`config.mk`:
```
export PLATFORM = sky130hd
export DESIGN_NAME = adc_result_regs
export DESIGN_NICKNAME = d
export VERILOG_FILES = /design/src/rtl/adc_res_pkg.sv /design/src/rtl/adc_hold_ctrl.sv /design/src/rtl/adc_result_store.sv /design/src/rtl/adc_byte_mux.sv /design/src/rtl/adc_result_regs.sv
export SDC_FILE = /design/constraint.sdc
export NUM_CORES = 1
export LEC_CHECK = 0
export BUFFER_PORTS_ARGS = -buffer_cell sky130_fd_sc_hd__buf_2
export CAP_MARGIN = 20
export CORE_UTILIZATION = 37
export DETAILED_ROUTE_END_ITERATION = 7
export PLACE_DENSITY = 0.71
export SLEW_MARGIN = 20
export SYNTH_ARGS = -nofsm -noshare
export SYNTH_HDL_FRONTEND = slang
export SYNTH_SLANG_ARGS = --single-unit
export TNS_END_PERCENT = 10
```
`constraint.sdc`:
```
create_clock -name clk_i -period 1.44 [get_ports clk_i]
set_input_delay 0.072 -clock clk_i [delete_from_list [all_inputs] [get_ports clk_i]]
set_output_delay 0.072 -clock clk_i [all_outputs]
set_load 0.05 [all_outputs]
```
`src/rtl/adc_res_pkg.sv`:
```
package adc_res_pkg;
  typedef enum logic {SEL_LO = 1'b0, SEL_HI = 1'b1} byte_sel_e;
endpackage

```
`src/rtl/adc_hold_ctrl.sv`:
```
module adc_hold_ctrl (
  input  logic clk_i,
  input  logic rst_ni,
  input  logic rd_lo_i,
  input  logic rd_hi_i,
  output logic hold_o
);
  always_ff @(posedge clk_i or negedge rst_ni) begin
    if (!rst_ni)      hold_o <= 1'b0;
    else if (rd_hi_i) hold_o <= 1'b0;
    else if (rd_lo_i) hold_o <= 1'b1;
  end
endmodule

```
`src/rtl/adc_result_store.sv`:
```
module adc_result_store #(
  parameter int RES_W = 10
) (
  input  logic             clk_i,
  input  logic             rst_ni,
  input  logic             conv_done_i,
  input  logic [RES_W-1:0] conv_data_i,
  input  logic             block_i,
  output logic [RES_W-1:0] vis_o
);
  logic [RES_W-1:0] pend_q;
  logic             pend_v_q;

  always_ff @(posedge clk_i or negedge rst_ni) begin
    if (!rst_ni) begin
      vis_o    <= '0;
      pend_q   <= '0;
      pend_v_q <= 1'b0;
    end else if (block_i) begin
      if (conv_done_i) begin
        pend_q   <= conv_data_i;
        pend_v_q <= 1'b1;
      end
    end else begin
      // newest result wins over a parked one
      if (conv_done_i)   vis_o <= conv_data_i;
      else if (pend_v_q) vis_o <= pend_q;
      pend_v_q <= 1'b0;
    end
  end
endmodule

```
`src/rtl/adc_byte_mux.sv`:
```
module adc_byte_mux
  import adc_res_pkg::*;
#(
  parameter int RES_W  = 10,
  parameter int BYTE_W = 8
) (
  input  logic [RES_W-1:0]  res_i,
  input  logic              left_i,
  input  byte_sel_e         sel_i,
  output logic [BYTE_W-1:0] data_o
);
  localparam int PAIR_W = 2 * BYTE_W;
  localparam int PAD_W  = PAIR_W - RES_W;

  logic [PAIR_W-1:0] pair_r, pair_l, pair;

  assign pair_r = {{PAD_W{1'b0}}, res_i};
  assign pair_l = {res_i, {PAD_W{1'b0}}};
  assign pair   = left_i ? pair_l : pair_r;

  always_comb begin
    if (sel_i == SEL_HI) data_o = pair[PAIR_W-1:BYTE_W];
    else                 data_o = pair[BYTE_W-1:0];
  end
endmodule

```
`src/rtl/adc_result_regs.sv`:
```
module adc_result_regs
  import adc_res_pkg::*;
#(
  parameter int RES_W  = 10,
  parameter int BYTE_W = 8
) (
  input  logic              clk_i,
  input  logic              rst_ni,
  input  logic              conv_done_i,
  input  logic [RES_W-1:0]  conv_data_i,
  input  logic              left_just_i,
  input  logic              rd_en_i,
  input  logic              rd_addr_i,
  input  logic              wr_en_i,
  input  logic              wr_addr_i,
  input  logic [BYTE_W-1:0] wr_data_i,
  output logic [BYTE_W-1:0] rd_data_o
);
  byte_sel_e        sel;
  logic             rd_lo, rd_hi, hold_q, block;
  logic [RES_W-1:0] vis;
  logic             unused_wr;

  assign sel       = byte_sel_e'(rd_addr_i);
  assign rd_lo     = rd_en_i && (sel == SEL_LO);
  assign rd_hi     = rd_en_i && (sel == SEL_HI);
  // freeze starts with the low read itself, ends with the high read
  assign block     = rd_lo || (hold_q && !rd_hi);
  assign unused_wr = ^{wr_en_i, wr_addr_i, wr_data_i};

  adc_hold_ctrl u_hold (
    .clk_i   (clk_i),
    .rst_ni  (rst_ni),
    .rd_lo_i (rd_lo),
    .rd_hi_i (rd_hi),
    .hold_o  (hold_q)
  );

  adc_result_store #(.RES_W(RES_W)) u_store (
    .clk_i       (clk_i),
    .rst_ni      (rst_ni),
    .conv_done_i (conv_done_i),
    .conv_data_i (conv_data_i),
    .block_i     (block),
    .vis_o       (vis)
  );

  adc_byte_mux #(.RES_W(RES_W), .BYTE_W(BYTE_W)) u_mux (
    .res_i  (vis),
    .left_i (left_just_i),
    .sel_i  (sel),
    .data_o (rd_data_o)
  );
endmodule

```
Yosys cells after proc, flatten, opt, wreduce, memory -nomap -nowiden
Index checks and enable logic that the tools add are counted.

cells by class
  eq/ne operators = 1
  muxes and demuxes = 8
  bitwise operators = 2
  reductions and logical operators = 9

operators with widths
  operator              number
  $mux W10              2
  $mux W16              1
  $mux W8               1
  $mux W1               4
  $reduce_and A2 Y1     2
  $reduce_bool A2 Y1    2
  $logic_and A1 B1 Y1   3
  $ne A2 B2 Y1 const B  1
  $not A1 Y1            2
  $logic_not A1 Y1      1
  $logic_or A1 B1 Y1    1

word-level totals
  register bits after elaboration = 22
  logic and storage cells = 24

Logic depth before layout (Yosys ltp)
Gate-level depths: netlist (run 1).

  depth after elaboration = 6
  gate-level depth with buffers = 5
  gate-level depth less buffers = 3

By module
A second synthesis (run 1) with hierarchy kept.

second synthesis, totals
  cells, all modules = 91
  area total of the unflattened synthesis = 1,087.3 sq um

by module, submodules not included
  module            times used  cells each  area an instance (sq um)  sequential area each (sq um)
  adc_result_store  1           71          903.4                     525.5
  adc_byte_mux      1           14          116.4                     0.0
  adc_hold_ctrl     1           2           35.0                      25.0
  adc_result_regs   1           4           32.5                      0.0

Worst setup path before layout (run 1)
OpenSTA, ideal clock, no wires.

  path kind = input to output
  start = in left_just_i
  end = out rd_data_o[6]
  arrival = 1.505 ns
  data required time = 1.368 ns
  slack = -0.137 ns
  stages = 3
  buffers on the path = 1
  cell sequence = clkbuf_1 -> mux2i_1 -> o21ai_0

on the way
  word-level cells in the longest chain between the ends = 2

RTL lines
  element      line                   RTL
  from (decl)  adc_result_regs.sv:11  input logic left_just_i,
  $mux W16     adc_byte_mux.sv:19     assign pair = left_i ? pair_l : pair_r;
  $mux W8      adc_byte_mux.sv:22     if (sel_i == SEL_HI) data_o = pair[PAIR_W-1:BYTE_W];
  to (decl)    adc_result_regs.sv:17  output logic [BYTE_W-1:0] rd_data_o

Every way passes these cells.

Final worst setup path (run 1)
  start = reg u_store.vis_o[3]
  end = out rd_data_o[1]

on the way
  word-level cells in the longest chain between the ends = 2

RTL lines
  element                 line                    RTL
  from (decl)             adc_result_store.sv:9   output logic [RES_W-1:0] vis_o
  from (signal assigned)  adc_result_store.sv:26  if (conv_done_i) vis_o <= conv_data_i;
  from (signal assigned)  adc_result_store.sv:27  else if (pend_v_q) vis_o <= pend_q;
  $mux W16                adc_byte_mux.sv:19
  $mux W8                 adc_byte_mux.sv:22

Every way passes these cells.

==> metrics, run 1 <==
Compound-Gate Fraction of Synth Area=6.228%; Reg power frac=between 40% and 50%; Num CTS Buffers=3; Leak=0.6587 nW; fraction of layout cells with a size suffix above 1=56.20%; Area after DPL=1264 um2; Seq/Total Area, Yosys=50.75%; sw power=approximately 0.61 mW; I/O pin total=34; Crit Path Category=reg -> out; Logic pwr share=between 30 and 40%; crit-path max FO=2; post-synthesis simple-gate area fraction=6.459%; Netlist cell types=16; Reg clk slew, reported paths=0.13 ns; drt wl/cell=14.40 um; Slew headroom=67.38%; Syn Nets=107; vias per inst=5.059; Max Cap Viol=0; CTS tree=done; unrepaired setup endpoints after global routing=yes; WP data required=1.37 ns; initial antenna violation count=0; number of buffers added on ports=23; Final Setup Violations=0; post-synthesis mux area share=between 30% and 40%; Starting Density=39.34%; FF-to-FF path depth=4; TritonRoute pass-1 iters=3; H-tree depth=1; Final Critical Period=1.405 ns; fmax=712.0 MHz; worst hold path depth=2; Finished Layout Cells=between 150 and 200; Layout Nets=148; Post-Synth XOR/XNOR Area=0%; fillcell total=243; first-pass GRT wire length=3.850 mm; Placer Congestion=slightly below 0.8; Synth Area per Inst=13.39 um2; status=completed; Seq cells post-synth=22; CTS Sinks=22; worst skew pair latency=0.31 ns; Tightest Hold Check Type=in -> reg; largest net degree at the start of global routing=23; total gr overflow=0; synthesis warning total=0; fraction of the mapped netlist area in adder cells=0%; Pint=1.347 mW; pwr/cell area=1362 nW/um2; Worst Skew=0.004213 ns; FP Rows=19; CTS Buffer Depth=2; total number of vias=around 770; Total GRT Usage=16.17%; Post-Synthesis Cell Area=1085 um2; Layout area overhead=32.41%; number of global-route vias before repair=roughly 900; die area=3152 um2; CORE AREA=2758 um2; ant diodes=0; final wirelength=between 2 and 2.5 mm; Antenna Nets Post-Route=0; Hold Fails Final Rpt=0; # placed instances=~140; cell area after layout=1436 um2; Mapped Cells=81; Die X=56.15 um; CP Launch Type=register; switching portion of total power=a little under a third; arrival time worst endpoint=about 1.3 ns; Slew Limit Fails=0; Crit. End Element=output port; DPL Wire Length=1.556 mm; maximum VDD drop=1.064 mV; root buf cell=clkbuf_4; largest family of logic cells by synthesized area=multiplexers; starting DRC count in detailed routing=23; DIE HEIGHT=56.15 um; # DRC=0; Tcrit/Tclk final=97.54%; Clk pwr share=24.1%; Worst Tran Pin Value=0.4892 ns
## cells in the final DEF, fill, tap and decap left out
cell	Yosys	final
nor2b_1	1	1
dfrtp_1	22	22
nor3_4	1	1
nor2b_2	1	1
o21ai_1	0	2
buf_2	1	21
buf_6	0	1
o21ai_2	1	1
and2_0	1	1
dlygate4sd3_1	0	10
o21ai_0	3	1
nor2_1	4	4
nand2_1	3	3
nand2b_1	1	1
mux2_4	0	1
buf_4	0	7
mux2_2	32	31
bufinv_16	0	1
a22o_1	5	5
inv_1	1	1
mux2i_1	2	2
clkbuf_4	0	3
## synth_stat cells
cell	instances	area [um2]
buf_2	1	5.000
and2_0	1	6.260
nor2_1	4	15.01
o21ai_0	3	15.01
nor2b_1	1	6.260
mux2i_1	2	20.02
nand2b_1	1	6.260
inv_1	1	3.750
clkbuf_1	2	7.510
nor3_4	1	16.27
a22o_1	5	43.79
dfrtp_1	22	550.5
mux2_2	32	360.4
o21ai_2	1	8.760
nor2b_2	1	8.760
nand2_1	3	11.26
## power by group through the flow
stage                     combinational, mW  sequential (mW)  clock [mW]
after floorplan                       0.448            0.831           0
after global placement                0.566            0.853           0
after detailed placement              0.583            0.862           0
after CTS                             0.628            0.847       0.484
after global routing                  0.684            0.868       0.518
final                                 0.637            0.847       0.471
## sequential cells by signal, summed over array words and instances (netlist names)
signal,count
u_store.pend_v_q,1
u_hold.hold_o,1
u_store.vis_o,10
u_store.pend_q,10
## logic make-up after synthesis
family                 Yosys count
AOI/OAI and AO/OA                9
buffers and inverters            4
DFF                             22
muxes                           34
and+or+nand+nor                 12
## per-layer routing
metal,GRT usage (%),wire length [um],up-vias
met5,0,0,-
met4,8.711,39,0
met3,2.326,51,4
met2,29.42,1145,12
met1,17.99,953,383
li1,-,-,370
## repair_timing
action	4_1_cts	5_1_grt
setup endpoints to repair	2	5
hold buffers	7	3
buffers inserted	1	0
pin swaps	0	0
gates cloned	0	0
endpoints found under the hold margin	28	3
resized for setup	3	2
## critical path, stage by stage, from the launching register on
cell,delay [ns]
dfrtp_1,0.41
mux2_2,0.27
a22o_1,0.20
buf_6,0.15
## stage by stage
step	TNS (ns)	power (mW)	utilization (%)	hold WS (ns)	setup WS, ns
floorplan	-0.2444	1.280	-	-0.2236	-0.1366
finish	0	1.956	52.09	0.006548	0.03547
global placement	0	1.419	45.83	0.05701	0.1176
CTS	0	1.959	50.86	0.0004500	0.009642
detailed placement	0	1.445	45.83	0.06687	0.06881
global route	-0.04888	2.069	52.09	0.001296	-0.03382
## worst paths after layout
check                      slack (ns)           endpoint               from
setup reg to reg                 0.06   u_store.vis_o[0]      u_hold.hold_o
max in group asynchronous        0.86  u_store.pend_q[7]             rst_ni
setup / recovery                 0.04       rd_data_o[1]   u_store.vis_o[3]
hold / removal                  0.007  u_store.pend_q[7]     conv_data_i[7]
hold reg to reg                  0.52  u_store.pend_q[7]  u_store.pend_q[7]
min in group asynchronous        0.25   u_store.pend_v_q             rst_ni
## cell type report
class                           count  area [um2]  share of cell area [%]
Clock buffer                        3       22.52                   1.568
Clock inverter                      1       30.03                   2.091
Inverter                            1       3.754                  0.2613
Multi-Input combinational cell     55       521.8                   36.32
Sequential cell                    22       550.5                   38.33
Tap cell                           31       38.79                   2.700
Timing Repair Buffer               39       269.0                   18.73
Note: power is estimated with default switching activity, not from simulation.
==> inputs of run 2 (changes only) <==
--- a/config.mk
+++ b/config.mk
@@ -5,11 +5,12 @@
 export SDC_FILE = /design/constraint.sdc
 export NUM_CORES = 1
 export LEC_CHECK = 0
+export ABC_AREA = 1
 export BUFFER_PORTS_ARGS = -buffer_cell sky130_fd_sc_hd__buf_2
 export CAP_MARGIN = 20
 export CORE_UTILIZATION = 37
 export DETAILED_ROUTE_END_ITERATION = 7
-export PLACE_DENSITY = 0.71
+export PLACE_DENSITY = 0.7
 export SLEW_MARGIN = 20
 export SYNTH_ARGS = -nofsm -noshare
 export SYNTH_HDL_FRONTEND = slang
==> run 2 against run 1 <==
Effect of this change:
- global-route usage up 0.42 points
- register-to-register slack gained 0.23 ns
- die area increased by 11%
- synthesized cell count rose by 110%
- count of clock-buffer cells in the layout rose by 1
- non-clock buffer count shrank 14
- sequential share of layout area rose by 1.4 points
==> metrics, run 2 <==
status=completed; r2r setup slk=0.29 ns; # DRC=0; worst hold path depth=3; Area contributors post-synth=dfrtp_1 45%, nand2_1 25%, nand3_1 5.8%; Compound-Gate Fraction of Synth Area=4.438%; drt wl/cell=10.82 um; starting DRC count in detailed routing=54; CORE AREA=approximately 3100 um2; Hold Crit Start=conv_data_i[0]; I/O pin total=34; EDFF count, synth=0; die area=around 3500 um2; CP Launch Type=register; Area after DPL=roughly 1300 um2; Worst Tran Pin Value=0.5071 ns; Total GRT Usage=16.60%; cell taking the most area after synthesis=dfrtp_1; TritonRoute pass-1 iters=4; DIE HEIGHT=between 50 and 60 um; initial antenna violation count=0; arrival time worst endpoint=1.22 ns; Layout Nets=216; crit-path max FO=2; Slew Limit Fails=0; Num CTS Buffers=3; WP data required=around 1.4 ns; count leader, synth=nand2_1; Starting Density=39.39%; Crit Path Category=reg -> out; unrepaired setup endpoints after global routing=no; Crit. End Element=output port; cell area after layout=1385 um2; biggest regs=u_store.pend_q x10, u_store.vis_o x10; FP Rows=20; CTS tree=done; Post-synth ARST share=between 90% and 100%; FF-to-FF path depth=5; Final Setup Violations=0; Antenna Nets Post-Route=0; Syn Nets=193; largest net degree at the start of global routing=23; CTS Buffer Depth=2; Worst Skew=approximately 0.011 ns; most common cell after layout, fill and taps aside=nand2_1; H-tree depth=1; maximum VDD drop=0.5516 mV; Netlist cell types=15; fillcell total=approximately 340; Tightest Hold Check Type=in -> reg; Layout area overhead=14.24%; Hold Fails Final Rpt=0; pwr/cell area=1128 nW/um2; commonest non-fill, non-tap cells in the layout=82 x nand2_1, 23 x buf_2, 22 x dfrtp_1; Placer Congestion=0.8052; Final Critical Period=1.291 ns; CP max stage cell=dfrtp_1; Mapped Cells=167; Synth Area per Inst=around 7.3 um2; number of global-route vias before repair=1030; most frequent cells after synthesis=82 x nand2_1, 22 x dfrtp_1, 16 x inv_1; fmax=between 700 and 800 MHz; fraction of layout cells with a size suffix above 1=19.05%; largest family of logic cells by synthesized area=simple AND/OR/NAND/NOR gates; Max Cap Viol=0; Reg clk slew, reported paths=0.13 ns; critical-path cell list=inv_1 > nand2_1 > nand3_1 > o21ai_0 > buf_2; Worst Hold Path EP=u_store.pend_q[0]; setup repair bufs after CTS=0; final wirelength=2.520 mm; total gr overflow=0; fraction of the mapped netlist area in adder cells=0%; Setup WS pre-CTS=0.3026 ns; post-synthesis mux area share=0%; synthesis warning total=0; number of buffers added on ports=23; Tcrit/Tclk final=89.65%; first-pass GRT wire length=4.388 mm; Reg-to-Reg End=u_store.pend_q[7]; Seq/Total Area, Yosys=45.41%; CTS Sinks=22; share of the synthesized area in the top cell type=45.41%; max incr delay on CP=about 0.38 ns; worst skew pair latency=0.31 ns; Slew headroom=66.19%; setup_tns=0 ns; Die X=59.25 um; Final Power=1.562 mW; total number of vias=approximately 1100; Leak=0.7967 nW; post-synthesis simple-gate area fraction=between 40 and 50%; dominant synthesized flop cell=dfrtp_1; final setup margin=0.1491 ns; Post-Synthesis Cell Area=around 1200 um2; DPL Wire Length=1.812 mm; ant diodes=0; Critical R2R Launch=u_hold.hold_o; Seq cells post-synth=22; Post-Synth XOR/XNOR Area=0%; root buf cell=clkbuf_4; vias per inst=roughly 4.6
-- run 2: cell count changes after synthesis, moves of 2 or more --
cell	delta
mux2_2	-32
nand2_2	+4
clkbuf_1	-2
nand3_1	+14
nor2_1	-4
buf_4	+4
nand4_1	+10
o22ai_1	+4
a22o_1	-5
nand2_1	+79
inv_1	+15
mux2i_1	-2
-- run 2: per-stage QoR --
stage	instances	hold WS, ns	utilization (%)
finish	233	0.007535	45.00
global route	233	0.01242	45.00
CTS	233	0.004807	45.00
detailed placement	228	0.07102	43.50
global placement	228	0.06181	43.50
floorplan	167	-0.2236	-
-- run 2: cell families (layout without fill, tap and decap cells) --
group | count (synthesis) | in the layout
buffers and inverters | 24 | 46
DFF | 22 | 22
AOI/OAI and AO/OA | 9 | 9
and+or+nand+nor | 112 | 112
-- run 2: area by class of cell --
cell class,count,area [um2],area share (%)
multi-input cells,121,546.8,39.48
inverters,17,63.81,4.607
well taps,44,55.05,3.975
repair buffers,25,132.6,9.575
clock buffers,4,36.28,2.620
flip-flops and latches,22,550.5,39.75
-- run 2: power breakdown --
part | total (mW) | switching (mW) | internal (mW)
logic | 0.452 | 0.318 | 0.133
registers | 0.764 | 0.0486 | 0.715
clock network | 0.347 | 0.192 | 0.155
total | 1.56 | 0.559 | 1.00
-- run 2: critical path, delay by kind of cell (launching register included) --
family,cells,cell delay [ns]
and+or+nand+nor,2,0.11
buffers and inverters,2,0.34
AOI/OAI and AO/OA,1,0.07
DFF,1,0.38
-- run 2: layer usage --
metal	share of wire [%]	up-vias	global-route usage, %
met1	50	461	21.88
met2	44	29	27.77
met5	0	-	0
met4	1.2	0	6.122
li1	-	574	-
met3	4.5	4	2.183
-- run 2: worst max path at each step --
stage | startpoint | to | slack (ns)
6_report | u_store.vis_o[3] | rd_data_o[1] | 0.15
3_3_place_gp | u_hold.hold_o | u_store.pend_q[2] | 0.33
2_1_floorplan | u_store.vis_o[1] | rd_data_o[1] | -0.1
4_1_cts | u_store.vis_o[9] | rd_data_o[1] | 0.12
3_5_place_dp | u_hold.hold_o | u_store.pend_q[1] | 0.30
5_1_grt | u_store.vis_o[9] | rd_data_o[1] | 0.06
-- run 2: timing repair --
action | 4_1_cts | 5_1_grt
hold buffers | 1 | 0
resized for setup | 0 | 0
hold endpoints to repair | 22 | 0
